### src/rtl/ep0_ctl_pkg.sv
// Package: shared types for the endpoint-zero control sequencer.
// Assumes: token and stage codes are fixed; neighbours decode them.
package ep0_ctl_pkg;

    localparam int REQ_W = 16;  // width of the requested length field

    typedef enum logic [1:0] {
        TK_NONE  = 2'd0,
        TK_OUT   = 2'd1,
        TK_IN    = 2'd2,
        TK_SETUP = 2'd3
    } tok_e;

    typedef enum logic [2:0] {
        ST_IDLE = 3'd0,
        ST_DOUT = 3'd1,
        ST_DIN  = 3'd2,
        ST_SIN  = 3'd3,
        ST_SOUT = 3'd4,
        ST_HALT = 3'd5
    } stage_e;

    typedef struct packed {
        logic             to_host;
        logic [REQ_W-1:0] req_len;
    } setup_info_t;

endpackage

### src/rtl/ep0_setup_decode.sv
// Module: pulls direction and requested length out of the 8-byte setup
// payload. Purely combinational.
// Assumes: byte n of the payload sits on bits 8n+7:8n.
module ep0_setup_decode
    import ep0_ctl_pkg::*;
(
    input  logic [63:0]  setup_bytes,
    output setup_info_t  info
);

    logic setup_unused;

    // Field extraction: direction bit and little-endian length.
    always_comb begin
        info.to_host = setup_bytes[7];
        info.req_len = {setup_bytes[63:56], setup_bytes[55:48]};
    end

    // Request code, value and index are decoded elsewhere.
    assign setup_unused = ^{setup_bytes[47:8], setup_bytes[6:0]};

endmodule

### src/rtl/ep0_remain_count.sv
// Module: counts the bytes of the data stage still owed, and offers the
// size of the next device-to-host packet.
// Assumes: load and consume are never both high; consume never exceeds
// the remaining count (the sequencer screens oversize packets first).
module ep0_remain_count
    import ep0_ctl_pkg::*;
#(
    parameter int MPS   = 8,
    parameter int LEN_W = $clog2(MPS) + 1
) (
    input  logic              clk,
    input  logic              rst_n,
    input  logic              load,
    input  logic [REQ_W-1:0]  load_len,
    input  logic              consume,
    input  logic [LEN_W-1:0]  consume_len,
    output logic [REQ_W-1:0]  remaining,
    output logic [LEN_W-1:0]  chunk
);

    localparam logic [REQ_W-1:0] MPS_R = REQ_W'(MPS);
    localparam logic [LEN_W-1:0] MPS_L = LEN_W'(MPS);

    // Remaining-byte register: reload on setup, reduce on each packet.
    always_ff @(posedge clk) begin
        if (!rst_n)
            remaining <= '0;
        else if (load)
            remaining <= load_len;
        else if (consume)
            remaining <= remaining - REQ_W'(consume_len);
    end

    // Next packet size: the smaller of the remainder and the packet limit.
    always_comb begin
        if (remaining < MPS_R)
            chunk = remaining[LEN_W-1:0];
        else
            chunk = MPS_L;
    end

    AST_NO_UNDERFLOW: assert property (@(posedge clk) disable iff (!rst_n)
        consume |-> REQ_W'(consume_len) <= remaining);

    AST_CHUNK_BOUND: assert property (@(posedge clk) disable iff (!rst_n)
        chunk <= MPS_L);

endmodule

### src/rtl/ep0_toggle_track.sv
// Module: holds the data toggle expected on the next data packet.
// Assumes: set_one wins over flip when both are requested.
module ep0_toggle_track (
    input  logic clk,
    input  logic rst_n,
    input  logic set_one,
    input  logic flip,
    output logic exp_pid
);

    // Toggle register: forced to DATA1 at stage starts, flipped per packet.
    always_ff @(posedge clk) begin
        if (!rst_n)
            exp_pid <= 1'b0;
        else if (set_one)
            exp_pid <= 1'b1;
        else if (flip)
            exp_pid <= ~exp_pid;
    end

endmodule

### src/rtl/ep0_stage_fsm.sv
// Module: stage machine of the control transfer. Decides legality of each
// token event and steers the byte counter and the toggle tracker.
// Assumes: one token event per cycle at most; an IN event means the device
// packet was delivered and acknowledged.
module ep0_stage_fsm
    import ep0_ctl_pkg::*;
#(
    parameter int MPS   = 8,
    parameter int LEN_W = $clog2(MPS) + 1
) (
    input  logic              clk,
    input  logic              rst_n,
    input  logic              tok_valid,
    input  tok_e              tok_kind,
    input  setup_info_t       info,
    input  logic [LEN_W-1:0]  rx_len,
    input  logic              rx_pid,
    input  logic [REQ_W-1:0]  remaining,
    input  logic [LEN_W-1:0]  chunk,
    input  logic              exp_pid,
    output stage_e            stage,
    output logic              done,
    output logic              cnt_load,
    output logic              cnt_consume,
    output logic [LEN_W-1:0]  cnt_len,
    output logic              pid_set,
    output logic              pid_flip
);

    localparam logic [LEN_W-1:0] MPS_L = LEN_W'(MPS);

    stage_e st_nx;
    logic   done_nx;
    logic   rx_fits;
    logic   out_last;
    logic   in_last;
    logic   zlp_ack;

    // Packet qualifiers shared by the stage decisions.
    always_comb begin
        rx_fits  = (rx_len <= MPS_L) && (REQ_W'(rx_len) <= remaining);
        out_last = (rx_len < MPS_L) || (REQ_W'(rx_len) == remaining);
        in_last  = (chunk < MPS_L) || (REQ_W'(chunk) == remaining);
        zlp_ack  = (rx_len == '0) && rx_pid;
    end

    // Next-stage decision and steering of counter and toggle.
    always_comb begin
        st_nx       = stage;
        done_nx     = 1'b0;
        cnt_load    = 1'b0;
        cnt_consume = 1'b0;
        cnt_len     = '0;
        pid_set     = 1'b0;
        pid_flip    = 1'b0;
        if (tok_valid && tok_kind == TK_SETUP) begin
            cnt_load = 1'b1;
            pid_set  = 1'b1;
            if (info.req_len == '0)
                st_nx = ST_SIN;
            else if (info.to_host)
                st_nx = ST_DIN;
            else
                st_nx = ST_DOUT;
        end else if (tok_valid && (tok_kind == TK_OUT || tok_kind == TK_IN)) begin
            unique case (stage)
                ST_IDLE: st_nx = ST_HALT;
                ST_DOUT: begin
                    if (tok_kind == TK_IN) begin
                        st_nx = ST_HALT;
                    end else if (rx_pid != exp_pid) begin
                        st_nx = ST_DOUT;          // repeat packet, dropped
                    end else if (!rx_fits) begin
                        st_nx = ST_HALT;
                    end else begin
                        cnt_consume = 1'b1;
                        cnt_len     = rx_len;
                        if (out_last) begin
                            st_nx   = ST_SIN;
                            pid_set = 1'b1;
                        end else begin
                            pid_flip = 1'b1;
                        end
                    end
                end
                ST_DIN: begin
                    if (tok_kind == TK_IN) begin
                        cnt_consume = 1'b1;
                        cnt_len     = chunk;
                        if (in_last) begin
                            st_nx   = ST_SOUT;
                            pid_set = 1'b1;
                        end else begin
                            pid_flip = 1'b1;
                        end
                    end else if (zlp_ack) begin
                        st_nx   = ST_IDLE;
                        done_nx = 1'b1;
                    end else begin
                        st_nx = ST_HALT;
                    end
                end
                ST_SIN: begin
                    if (tok_kind == TK_IN) begin
                        st_nx   = ST_IDLE;
                        done_nx = 1'b1;
                    end else begin
                        st_nx = ST_HALT;
                    end
                end
                ST_SOUT: begin
                    if (tok_kind == TK_OUT && zlp_ack) begin
                        st_nx   = ST_IDLE;
                        done_nx = 1'b1;
                    end else begin
                        st_nx = ST_HALT;
                    end
                end
                ST_HALT: st_nx = ST_HALT;
                default: st_nx = ST_HALT;
            endcase
        end
    end

    // Stage and completion-pulse registers.
    always_ff @(posedge clk) begin
        if (!rst_n) begin
            stage <= ST_IDLE;
            done  <= 1'b0;
        end else begin
            stage <= st_nx;
            done  <= done_nx;
        end
    end

    AST_ZERO_LEN_STATUS: assert property (@(posedge clk) disable iff (!rst_n)
        (tok_valid && tok_kind == TK_SETUP && info.req_len == '0) |=> stage == ST_SIN);

    AST_HALT_STICKY: assert property (@(posedge clk) disable iff (!rst_n)
        (stage == ST_HALT && !(tok_valid && tok_kind == TK_SETUP)) |=> stage == ST_HALT);

    AST_IDLE_TOKEN: assert property (@(posedge clk) disable iff (!rst_n)
        (stage == ST_IDLE && tok_valid && (tok_kind == TK_IN || tok_kind == TK_OUT))
        |=> stage == ST_HALT);

    AST_DONE_PULSE: assert property (@(posedge clk) disable iff (!rst_n)
        done |=> !done);

    AST_QUIET_CYCLE: assert property (@(posedge clk) disable iff (!rst_n)
        !tok_valid |=> $stable(stage));

endmodule

### src/rtl/ep0_ctl_seq.sv
// Module: top of the endpoint-zero control sequencer. Ties the setup
// decoder, byte counter, toggle tracker and stage machine together.
// Assumes: MPS is one of 8, 16, 32 or 64; all outputs are registered
// except tx_len, which is a function of registered state only.
module ep0_ctl_seq
    import ep0_ctl_pkg::*;
#(
    parameter  int MPS   = 8,
    localparam int LEN_W = $clog2(MPS) + 1
) (
    input  logic              clk,
    input  logic              rst_n,
    input  logic              tok_valid,
    input  logic [1:0]        tok_kind,
    input  logic [63:0]       setup_bytes,
    input  logic [LEN_W-1:0]  rx_len,
    input  logic              rx_pid,
    output logic [2:0]        stage,
    output logic              exp_pid,
    output logic              stall,
    output logic [LEN_W-1:0]  tx_len,
    output logic              xfer_done
);

    setup_info_t       info;
    stage_e            st;
    logic [REQ_W-1:0]  remaining;
    logic [LEN_W-1:0]  chunk;
    logic              cnt_load;
    logic              cnt_consume;
    logic [LEN_W-1:0]  cnt_len;
    logic              pid_set;
    logic              pid_flip;

    ep0_setup_decode u_dec (
        .setup_bytes (setup_bytes),
        .info        (info)
    );

    ep0_remain_count #(.MPS(MPS), .LEN_W(LEN_W)) u_cnt (
        .clk         (clk),
        .rst_n       (rst_n),
        .load        (cnt_load),
        .load_len    (info.req_len),
        .consume     (cnt_consume),
        .consume_len (cnt_len),
        .remaining   (remaining),
        .chunk       (chunk)
    );

    ep0_toggle_track u_tog (
        .clk     (clk),
        .rst_n   (rst_n),
        .set_one (pid_set),
        .flip    (pid_flip),
        .exp_pid (exp_pid)
    );

    ep0_stage_fsm #(.MPS(MPS), .LEN_W(LEN_W)) u_fsm (
        .clk         (clk),
        .rst_n       (rst_n),
        .tok_valid   (tok_valid),
        .tok_kind    (tok_e'(tok_kind)),
        .info        (info),
        .rx_len      (rx_len),
        .rx_pid      (rx_pid),
        .remaining   (remaining),
        .chunk       (chunk),
        .exp_pid     (exp_pid),
        .stage       (st),
        .done        (xfer_done),
        .cnt_load    (cnt_load),
        .cnt_consume (cnt_consume),
        .cnt_len     (cnt_len),
        .pid_set     (pid_set),
        .pid_flip    (pid_flip)
    );

    // Output mapping: stage code, stall flag and next transmit size.
    always_comb begin
        stage  = st;
        stall  = (st == ST_HALT);
        tx_len = (st == ST_DIN) ? chunk : '0;
    end

    AST_SETUP_ACCEPT: assert property (@(posedge clk) disable iff (!rst_n)
        (tok_valid && tok_kind == 2'd3) |=> (!stall && exp_pid));

    AST_STATUS_DATA1: assert property (@(posedge clk) disable iff (!rst_n)
        (stage == 3'd3 || stage == 3'd4) |-> exp_pid);

endmodule

### config.mk
export PLATFORM = sky130hd
export DESIGN_NAME = ep0_ctl_seq
export DESIGN_NICKNAME = d
export VERILOG_FILES = /design/src/rtl/ep0_ctl_pkg.sv /design/src/rtl/ep0_setup_decode.sv /design/src/rtl/ep0_remain_count.sv /design/src/rtl/ep0_toggle_track.sv /design/src/rtl/ep0_stage_fsm.sv /design/src/rtl/ep0_ctl_seq.sv
export SDC_FILE = /design/constraint.sdc
export NUM_CORES = 1
export LEC_CHECK = 0
export ABC_AREA = 1
export BUFFER_PORTS_ARGS = -buffer_cell sky130_fd_sc_hd__buf_2
export CAP_MARGIN = 20
export CELL_PAD_IN_SITES_DETAIL_PLACEMENT = 0
export CELL_PAD_IN_SITES_GLOBAL_PLACEMENT = 2
export CORE_ASPECT_RATIO = 0.75
export CORE_MARGIN = 2
export CORE_UTILIZATION = 22
export DETAILED_ROUTE_END_ITERATION = 10
export GPL_TIMING_DRIVEN = 0
export MAX_ROUTING_LAYER = met4
export PLACE_DENSITY = 0.8
export SYNTH_ARGS = -nofsm -noshare
export SYNTH_HDL_FRONTEND = slang
export SYNTH_SLANG_ARGS = --single-unit
export TNS_END_PERCENT = 50
### constraint.sdc
create_clock -name clk -period 3.88 [get_ports clk]
set_input_delay 0.97 -clock clk [delete_from_list [all_inputs] [get_ports clk]]
set_output_delay 0.97 -clock clk [all_outputs]
set_load 0.01 [all_outputs]
==> results of run 1 <==
## area by class of cell
type / instances / area [um2]
Tap cell: 128 / 160
Timing Repair Buffer: 40 / 210
Fill cell: 1049 / 6540
Buffer: 6 / 37.5
Clock buffer: 4 / 78.8
Sequential cell: 21 / 420
Inverter: 46 / 175
Multi-Input combinational cell: 277 / 1500
## metrics by stage
| step | total power [mW] | hold WS, ns |
|---|---|---|
| floorplan | 0.413 | 0.455 |
| global placement | 0.478 | 0.474 |
| detailed placement | 0.480 | 0.478 |
| CTS | 0.712 | 0.487 |
| global route | 0.769 | 0.526 |
| finish | 0.713 | 0.483 |
## worst register-to-register path: stages, from the launching register on
cell	delay, ns
dfxtp_1	0.44
inv_1	0.12
ha_1	0.30
nand2_1	0.07
nand2_1	0.05
nand2_1	0.06
nand2_1	0.08
nand4_4	0.11
nand3_4	0.11
inv_2	0.10
nand2_1	0.07
a21boi_2	0.11
ha_1	0.15
inv_1	0.06
fa_1	0.40
nand2_1	0.08
nand2_1	0.09
a21boi_2	0.17
nand2_1	0.10
o21ai_0	0.15
inv_1	0.05
o21ai_1	0.12
o21ai_0	0.09
nand2_1	0.08
a21oi_1	0.05
## repair_timing
item	CTS	global route
resized for setup	3	7
setup buffers	1	3
hold buffers	0	0
pin swaps	1	2
endpoints found under the setup margin	5	9
## routing by layer
| metal | GRT usage [%] | up-vias |
|---|---|---|
| met2 | 19.5 | 40 |
| met5 | - | - |
| met3 | 2.12 | 2 |
| met1 | 20.7 | 1053 |
| met4 | 2.57 | 0 |
| li1 | - | 1226 |
## registers in the layout, indices dropped and copies added, names as in the netlist
| name | cells |
|---|---|
| u_cnt.remaining | 16 |
| u_fsm.done | 1 |
| u_fsm.stage | 3 |
| u_tog.exp_pid | 1 |
## kinds of logic (layout without fill, tap and decap cells)
family                   after synthesis  after routing
AND/OR/NAND/NOR                      209            209
AO/OA/AOI/OAI                         52             52
buffers and inverters                 52             96
flip-flops                            21             21
adder cells (fa/ha/maj)               12             12
XOR/XNOR                               4              4
## final timing paths
kind                      start                   to  slack (ns)  cells past startpoint
max                 tok_kind[0]  u_cnt.remaining[10]        0.22                     21
min          u_cnt.remaining[4]   u_cnt.remaining[4]        0.48                      2
max reg2reg  u_cnt.remaining[1]  u_cnt.remaining[10]        0.54                     24
min reg2reg  u_cnt.remaining[4]   u_cnt.remaining[4]        0.48                      2
## power groups by stage
| stage | Combinational, mW | Clock, mW | Sequential [mW] |
|---|---|---|---|
| after floorplan | 0.170 | 0 | 0.243 |
| after global routing | 0.283 | 0.244 | 0.242 |
| after global placement | 0.233 | 0 | 0.245 |
| final | 0.246 | 0.227 | 0.240 |
| after detailed placement | 0.235 | 0 | 0.245 |
| after CTS | 0.240 | 0.231 | 0.240 |
## layout by cell type (no fill, tap or decap), types with 2 or more instances in the layout
cell type / n
clkinv_1: 2
a21boi_2: 2
nand4_1: 8
clkbuf_1: 5
nor2_1: 41
buf_2: 36
ha_1: 11
dfxtp_1: 21
nand3b_1: 2
nand2_1: 106
a21oi_1: 20
o21ai_1: 3
o22ai_1: 3
inv_1: 37
nand2_4: 2
nor2_2: 4
nor4_1: 4
a21oi_2: 5
xor2_1: 3
buf_6: 2
nor2_4: 3
o21ai_0: 13
inv_2: 6
nand3_4: 2
buf_4: 4
nand2_2: 2
nand3_1: 20
nor3_1: 9
clkbuf_16: 3
==> flow_summary.yaml, run 1 <==
timing:
  fin_crit_sh_pct: 94.2
  hold_viol: 0
  fin_ws_ns: 0.224
  fmax_mhz: 274
  min_period_ns: 3.66
  fin_setup_tns_ns: 0
  setup_viol: 0
  slew_violations: 0
  fin_skew_ns: 0.00138
  worst_pin_slew_ns: 0.772
  max_slew_margin_pct: 48.0
grt:
  grt_pass1_wl_um: 10800
  grt_start_max_net_pins: 12
  grt_pass1_vias: 2127
  overflow: 0
  grt_antenna_before_repair: 0
  grtUsageTotal_pct: 13.8
die:
  ios: 84
  core_um2: 9120
  start_util_pct: 22.9
  num_rows: 30
  die_w_um: 117
  die_height_um: 88.4
  dieArea_um2: 10300
synth:
  synth_nets: 436
  ys_async_sr_fraction_pct: 0
  synthSimpleGateAreaFrac_pct: 46.2
  yosysUniqueCellTypes: 40
  synth_warnings: 0
  synth_compound_area_share_pct: 14.3
  synth.area.mux_share_pct: 0
  yosys-top-cells-count: "106 x nand2_1, 43 x nor2_1, 38 x inv_1"
  synth_xor_area_share_pct: 1.68
  yosys-top-cells-area: "dfxtp_1 20%, nand2_1 19%, nor2_1 7.7%"
  yosysSeqAreaShare_pct: 20.1
  synth_top_family_by_area: "simple AND/OR/NAND/NOR gates"
  syn-mean-instance-area_um2: 5.97
  syn_inst: 350
  ys.flop_type: "dfxtp_1"
  synth.cell_area_um2: 2090
  synth_top_area_share_pct: 20.1
  synth_seq_cells: 21
  synth_most_common_cell: "nand2_1"
  synth_fa_ha_area_share_pct: 7.54
  synth.largest_area_cell: "dfxtp_1"
  synth-edff-count: 0
clock_tree:
  htree_levels: 1
  clkTransAtPathRegs_ns: 0.06
  clkSinkCount: 21
  cts_tree: "done"
  clockBufferDepth: 2
  clock-root-buffer: "clkbuf_16"
  cts_buffers: 3
  clk_latency_ns: 0.26
cells_and_area:
  fin_cells: 522
  areaGrowthSynthToFinish_pct: 23.4
  stdcell_area_um2: 2580
  nets: 481
  layout-drive-gt1-share_pct: 19.5
  fin_util_pct: 28.3
  antenna_cells: 0
placed_design:
  hpwlAfterDp_um: 5360
  port_buffers: 36
  pre_cts_ws_ns: -0.626
  dpl-instance-area_um2: 2430
  dp.cells: 514
  gp_congestion: 0.815
worst_setup_path:
  required_ns: 4.00
  critPathMaxFanout: 3
  start_kind: "input pin"
  crit_slowest_cell: "fa_1"
  crit_type: "in -> reg"
  max_stage_delay_ns: 0.40
  arrival_ns: 3.77
  path_delay_family: "compound AO/OA/AOI/OAI gates"
  endpoint_kind: "flop"
  worstPathCellList: "buf_2, inv_1, ha_1, nor2_4, inv_1, or2_1, a21oi_4, a21boi_2, ha_1, inv_1, fa_1, nand2_1, nand2_1, a21boi_2, nand2_1, o21ai_0, inv_1, o21ai_1, o21ai_0, nand2_1, a21oi_1"
  crit_buf_inv: 5
route:
  avgRoutedWirePerCell_um: 12.7
  wl_met3_um: 235
  drc: 0
  route.top_layer_used: "met4"
  postRouteAntennaNets: 0
  drt_iter0_markers: 119
  first_pass_iters: 4
  wl_met1_um: 3690
  via_per_inst: 4.45
  wl_um: 6650
  dr_total_vias: 2321
  wl_met2_um: 2690
pwr:
  cellLeakagePower_nw: 1.21
  netSwitchingFraction_pct: 36.1
  internal_power_uw: 456
  pwr-share-comb_pct: 34.5
  p_sw_uw: 258
  peakVddDrop_mv: 0.163
  pwr-share-clk_pct: 31.8
  pwr_density_cell_nw_per_um2: 277
  seqPwrFrac_pct: 33.7
status:
  status: "finished clean"
min_path:
  holdCritPathClass: "reg -> reg"
run:
  cap_violations: 0
No activity file was read; power rests on OpenSTA's default activity.
==> inputs of run 2 (changes only) <==
--- a/config.mk
+++ b/config.mk
@@ -6,17 +6,19 @@
 export NUM_CORES = 1
 export LEC_CHECK = 0
 export ABC_AREA = 1
+export ABC_CLOCK_PERIOD_IN_PS = 3580
 export BUFFER_PORTS_ARGS = -buffer_cell sky130_fd_sc_hd__buf_2
 export CAP_MARGIN = 20
 export CELL_PAD_IN_SITES_DETAIL_PLACEMENT = 0
 export CELL_PAD_IN_SITES_GLOBAL_PLACEMENT = 2
 export CORE_ASPECT_RATIO = 0.75
 export CORE_MARGIN = 2
-export CORE_UTILIZATION = 22
+export CORE_UTILIZATION = 24
 export DETAILED_ROUTE_END_ITERATION = 10
 export GPL_TIMING_DRIVEN = 0
 export MAX_ROUTING_LAYER = met4
-export PLACE_DENSITY = 0.8
+export PLACE_DENSITY = 0.83
+export REMOVE_ABC_BUFFERS = 1
 export SYNTH_ARGS = -nofsm -noshare
 export SYNTH_HDL_FRONTEND = slang
 export SYNTH_SLANG_ARGS = --single-unit
==> constraint.sdc (replaced) <==
create_clock -name clk -period 3.58 [get_ports clk]
set_input_delay 0.895 -clock clk [delete_from_list [all_inputs] [get_ports clk]]
set_output_delay 0.895 -clock clk [all_outputs]
set_load 0.01 [all_outputs]
==> run 2 against run 1 <==
Net effect: register-to-register slack lost 0.30 ns; via count grew 0.73%; sequential power grew 8.7%; sequential share of layout area shrank 1.1 points; non-clock buffer count shrank 1; sequential cell count is the same; worst setup slack lost 0.064 ns; largest cell class unchanged.
==> flow_summary.yaml, run 2 (same netlist as run 1, synthesis figures left out) <==
pwr:
  peakVddDrop_mv: 0.196
  total_power_uw: 811
  pwr_density_cell_nw_per_um2: 294
  cellLeakagePower_nw: 1.25
placed_design:
  hpwlAfterDp_um: 5010
  dpl-instance-area_um2: 2370
  gp_congestion: 0.839
  pre_cts_ws_ns: -0.935
  dp.cells: 488
  port_buffers: 36
die:
  start_util_pct: 24.7
  die_height_um: 84.8
  core_um2: 8450
  num_rows: 29
  ios: 84
  dieArea_um2: 9480
  die_w_um: 112
cells_and_area:
  fin_util_pct: 32.6
  layout_common_cells: "95 x nand2_1, 41 x nor2_1, 31 x inv_1"
  areaGrowthSynthToFinish_pct: 32.0
  layout-drive-gt1-share_pct: 28.0
  top_regs: "u_cnt.remaining: 16 flops, u_fsm.stage: 3 flops"
  fin_cells: 501
  stdcell_area_um2: 2760
  top_register: "u_cnt.remaining"
  largest_register_ffs: 16
  fill_cells: 953
  nets: 480
  antenna_cells: 0
  final_common_cell: "nand2_1"
worst_setup_path:
  endpoint_kind: "flop"
  start_kind: "input pin"
  r2r-start: "u_cnt.remaining[3]"
  arrival_ns: 3.55
  worstPathCellList: "buf_6, inv_2, ha_4, nor2_4, inv_2, or2_4, a21oi_4, a21boi_2, ha_2, inv_2, fa_2, nand2_2, nand2_2, a21boi_2, nand2_2, o21ai_1, inv_1, o21ai_1, o21ai_1, nand2_1, a21oi_2"
  crit_slowest_cell: "fa_2"
  regToRegSetupSlack_ns: 0.24
  crit_buf_inv: 5
  required_ns: 3.71
  critPathMaxFanout: 3
  crit_type: "in -> reg"
  path_delay_family: "compound AO/OA/AOI/OAI gates"
  crit_start: "tok_kind[0]"
  max_stage_delay_ns: 0.36
grt:
  overflow: 0
  grt_pass1_wl_um: 11100
  grt_start_max_net_pins: 26
  grt_antenna_before_repair: 0
  grtUsageTotal_pct: 14.7
  grt_pass1_vias: 2238
timing:
  worst_pin_slew_ns: 0.904
  hold_ws_ns: 0.488
  max_slew_margin_pct: 39.6
  slew_violations: 0
  setup_viol: 0
  fin_ws_ns: 0.161
  hold_viol: 0
  grt_setup_unrepaired: "true"
  fmax_mhz: 292
  fin_setup_tns_ns: 0
  min_period_ns: 3.42
  fin_crit_sh_pct: 95.5
  fin_skew_ns: 0.00445
clock_tree:
  cts_tree: "done"
  clock-root-buffer: "clkbuf_16"
  clkTransAtPathRegs_ns: 0.06
  cts_buffers: 3
  clockBufferDepth: 2
  clk_latency_ns: 0.26
  clkSinkCount: 21
  ctsHoldBuffers: 0
  htree_levels: 1
route:
  postRouteAntennaNets: 0
  drt_iter0_markers: 137
  first_pass_iters: 4
  dr_total_vias: 2338
  via_per_inst: 4.67
  drc: 0
  wl_um: 6580
  avgRoutedWirePerCell_um: 13.1
min_path:
  hp-start: "u_cnt.remaining[4]"
  holdCritPathClass: "reg -> reg"
run:
  cap_violations: 0
status:
  status: "finished clean"
[run 2: power breakdown]
group	switching (mW)	total, mW	internal, mW	leakage, nW
clock network	0.0956	0.248	0.152	0.0382
logic	0.182	0.302	0.120	1.04
registers	0.0164	0.261	0.245	0.171
total	0.294	0.811	0.517	1.25
[run 2: worst paths after layout]
path / endpoint / cells past startpoint
worst min register to register: u_cnt.remaining[4] / 2
worst max register to register: u_cnt.remaining[10] / 24
worst max-delay path: u_cnt.remaining[10] / 21
worst min-delay path: u_cnt.remaining[4] / 2
[run 2: metal layers]
metal / part of all wire [%] / global-route usage [%]
met1: 55 / 21.9
met2: 40 / 20.9
met3: 4.8 / 2.89
met4: 0.32 / 2.02
met5: 0 / -
[run 2: worst reg2reg max path: cells and delay by family, from the launching register on]
kind	cells	cell delay (ns)
and+or+nand+nor	10	0.84
adders and majority gates	3	0.81
AOI/OAI and AO/OA	6	0.71
DFF	1	0.49
buffers and inverters	5	0.36
[run 2: area by class of cell]
class / instances / area [um2] / share of cell area (%)
timing repair buffer: 45 / 293 / 10.6
inverter: 46 / 183 / 6.62
multi-input combinational: 277 / 1650 / 59.8
sequential: 21 / 420 / 15.2
clock buffer: 4 / 78.8 / 2.86
tap: 108 / 135 / 4.90
[run 2: repair_timing]
| action | CTS | global route |
|---|---|---|
| buffers inserted | 4 | 5 |
| pin swaps | 2 | 19 |
| setup endpoints to repair | 11 | 14 |
| resized for setup | 8 | 58 |
==> inputs of run 3 (changes only) <==
--- a/config.mk
+++ b/config.mk
@@ -9,16 +9,15 @@
 export ABC_CLOCK_PERIOD_IN_PS = 3580
 export BUFFER_PORTS_ARGS = -buffer_cell sky130_fd_sc_hd__buf_2
 export CAP_MARGIN = 20
-export CELL_PAD_IN_SITES_DETAIL_PLACEMENT = 0
-export CELL_PAD_IN_SITES_GLOBAL_PLACEMENT = 2
-export CORE_ASPECT_RATIO = 0.75
+export CORE_ASPECT_RATIO = 0.8
 export CORE_MARGIN = 2
-export CORE_UTILIZATION = 24
+export CORE_UTILIZATION = 40
 export DETAILED_ROUTE_END_ITERATION = 10
 export GPL_TIMING_DRIVEN = 0
 export MAX_ROUTING_LAYER = met4
-export PLACE_DENSITY = 0.83
+export PLACE_DENSITY = 0.7
 export REMOVE_ABC_BUFFERS = 1
+export SETUP_SLACK_MARGIN = 0.15
 export SYNTH_ARGS = -nofsm -noshare
 export SYNTH_HDL_FRONTEND = slang
 export SYNTH_SLANG_ARGS = --single-unit
==> run 3 against run 2 <==
Net effect: clock-buffer cell count is 1 lower; die area is 39% lower; maximum frequency is 0.97% higher; combinational power is 3% higher; cell area is 2.4% lower; register-to-register slack better by 0.05 ns; non-clock buffer count is 6 higher; critical endpoint unchanged; largest power group unchanged.
==> flow_summary.yaml, run 3 (same netlist as run 1, synthesis figures left out) <==
status:
  status: "finished clean"
die:
  die_height_um: 68.6
  dieArea_um2: 5820
  start_util_pct: 41.5
  ios: 84
  die_w_um: 84.8
  num_rows: 23
  core_um2: 5040
worst_setup_path:
  r2r_end: "u_cnt.remaining[10]"
  endpoint_kind: "flop"
  crit_slowest_cell: "fa_2"
  critPathMaxFanout: 3
  crit_end: "u_cnt.remaining[10]"
  r2r-start: "u_cnt.remaining[3]"
  crit_top_cell: "o21ai_1"
  regToRegSetupSlack_ns: 0.29
  max_stage_delay_ns: 0.36
  arrival_ns: 3.52
  r2r_cells: 22
  crit_start: "tok_kind[0]"
  required_ns: 3.72
  worstPathCellList: "buf_6, inv_4, ha_4, nor2_4, inv_2, or2_4, a21oi_4, a21boi_2, ha_2, inv_2, fa_2, nand2_2, nand2_4, a21boi_4, nand2_2, o21ai_1, inv_1, o21ai_1, o21ai_1, nand2_1, a21oi_1"
  start_kind: "input pin"
  crit_type: "in -> reg"
clock_tree:
  clkSinkCount: 21
  clockBufferDepth: 2
  clock-root-buffer: "clkbuf_8"
  clk_latency_ns: 0.27
  htree_levels: 1
  clkTransAtPathRegs_ns: 0.08
  cts_buffers: 3
  cts_tree: "done"
placed_design:
  dpl-instance-area_um2: 2310
  pre_cts_ws_ns: -0.894
  port_buffers: 36
  hpwlAfterDp_um: 4100
  gp_congestion: 0.883
  dp.cells: 442
grt:
  overflow: 0
  grt_start_max_net_pins: 26
  grt_pass1_vias: 1985
  grt_pass1_wl_um: 9110
  grtUsageTotal_pct: 20.0
  grt_antenna_before_repair: 0
min_path:
  holdCritPathClass: "reg -> reg"
cells_and_area:
  largest_register_ffs: 16
  stdcell_area_um2: 2690
  nets: 486
  top_register: "u_cnt.remaining"
  antenna_cells: 0
  top_regs: "u_cnt.remaining: 16 flops, u_fsm.stage: 3 flops"
  final_common_cell: "nand2_1"
  layout_common_cells: "95 x nand2_1, 42 x nor2_1, 31 x inv_1"
  areaGrowthSynthToFinish_pct: 28.8
  fin_cells: 461
  layout-drive-gt1-share_pct: 28.3
timing:
  fin_crit_sh_pct: 94.6
  worst_pin_slew_ns: 0.877
  fmax_mhz: 295
  slew_violations: 0
  setup_viol: 0
  fin_skew_ns: 0.00444
  fin_ws_ns: 0.194
  fin_setup_tns_ns: 0
  grt_setup_unrepaired: "true"
  min_period_ns: 3.39
  max_slew_margin_pct: 41.4
  hold_viol: 0
pwr:
  cellLeakagePower_nw: 1.26
  pwr_density_cell_nw_per_um2: 273
  total_power_uw: 734
  peakVddDrop_mv: 0.176
route:
  first_pass_iters: 5
  avgRoutedWirePerCell_um: 12.7
  drt_iter0_markers: 154
  postRouteAntennaNets: 0
  dr_total_vias: 2382
  wl_um: 5850
  drc: 0
  via_per_inst: 5.17
run:
  cap_violations: 0
## run 3: power by group
part / switching (mW) / internal [mW]
logic: 0.181 / 0.130
registers: 0.0162 / 0.244
clock network: 0.0849 / 0.0778
## run 3: area by class of cell
type                            instances  area (um2)
Fill cell                             491        2340
Inverter                               46         180
Multi-Input combinational cell        277        1630
Timing Repair Buffer                   51         334
Tap cell                               62        77.6
Clock buffer                            3        41.3
Clock inverter                          1        5.00
Sequential cell                        21         420
## run 3: routing by layer
| metal | routed length, um | GRT usage [%] |
|---|---|---|
| met1 | 2820 | 28.0 |
| met3 | 356 | 3.45 |
| met2 | 2590 | 31.5 |
| met4 | 77 | 2.38 |
| met5 | 0 | - |
## run 3: worst min path at each step
stage                        startpoint                  end  slack, ns  depth (start not counted)
finish               u_cnt.remaining[4]   u_cnt.remaining[4]       0.48                          2
global route        u_cnt.remaining[15]  u_cnt.remaining[15]       0.53                          2
CTS                  u_cnt.remaining[4]   u_cnt.remaining[4]       0.48                          2
detailed placement   u_cnt.remaining[4]   u_cnt.remaining[4]       0.47                          2
global placement     u_cnt.remaining[4]   u_cnt.remaining[4]       0.47                          2
floorplan            u_cnt.remaining[4]   u_cnt.remaining[4]       0.46                          2
## run 3: timing repair
item / in CTS / in global routing
hold endpoints to repair: 0 / 0
setup buffers: 5 / 10
pin swaps: 2 / 22
gates resized for setup: 13 / 47
hold buffers: 0 / 0
endpoints found under the setup margin: 12 / 14
gates cloned: 0 / 0
## run 3: worst max-delay path: cells and delay by family
family | cells | cell delay (ns)
AOI/OAI and AO/OA | 7 | 0.88
adders and majority gates | 3 | 0.73
buffers and inverters | 5 | 0.27
and+or+nand+nor | 6 | 0.72
## run 3: stage by stage
| step | hold slack (ns) | utilization (%) |
|---|---|---|
| floorplan | 0.455 | - |
| global placement | 0.472 | 45.9 |
| detailed placement | 0.470 | 45.9 |
| CTS | 0.484 | 48.5 |
| global route | 0.529 | 53.4 |
| finish | 0.484 | 53.4 |
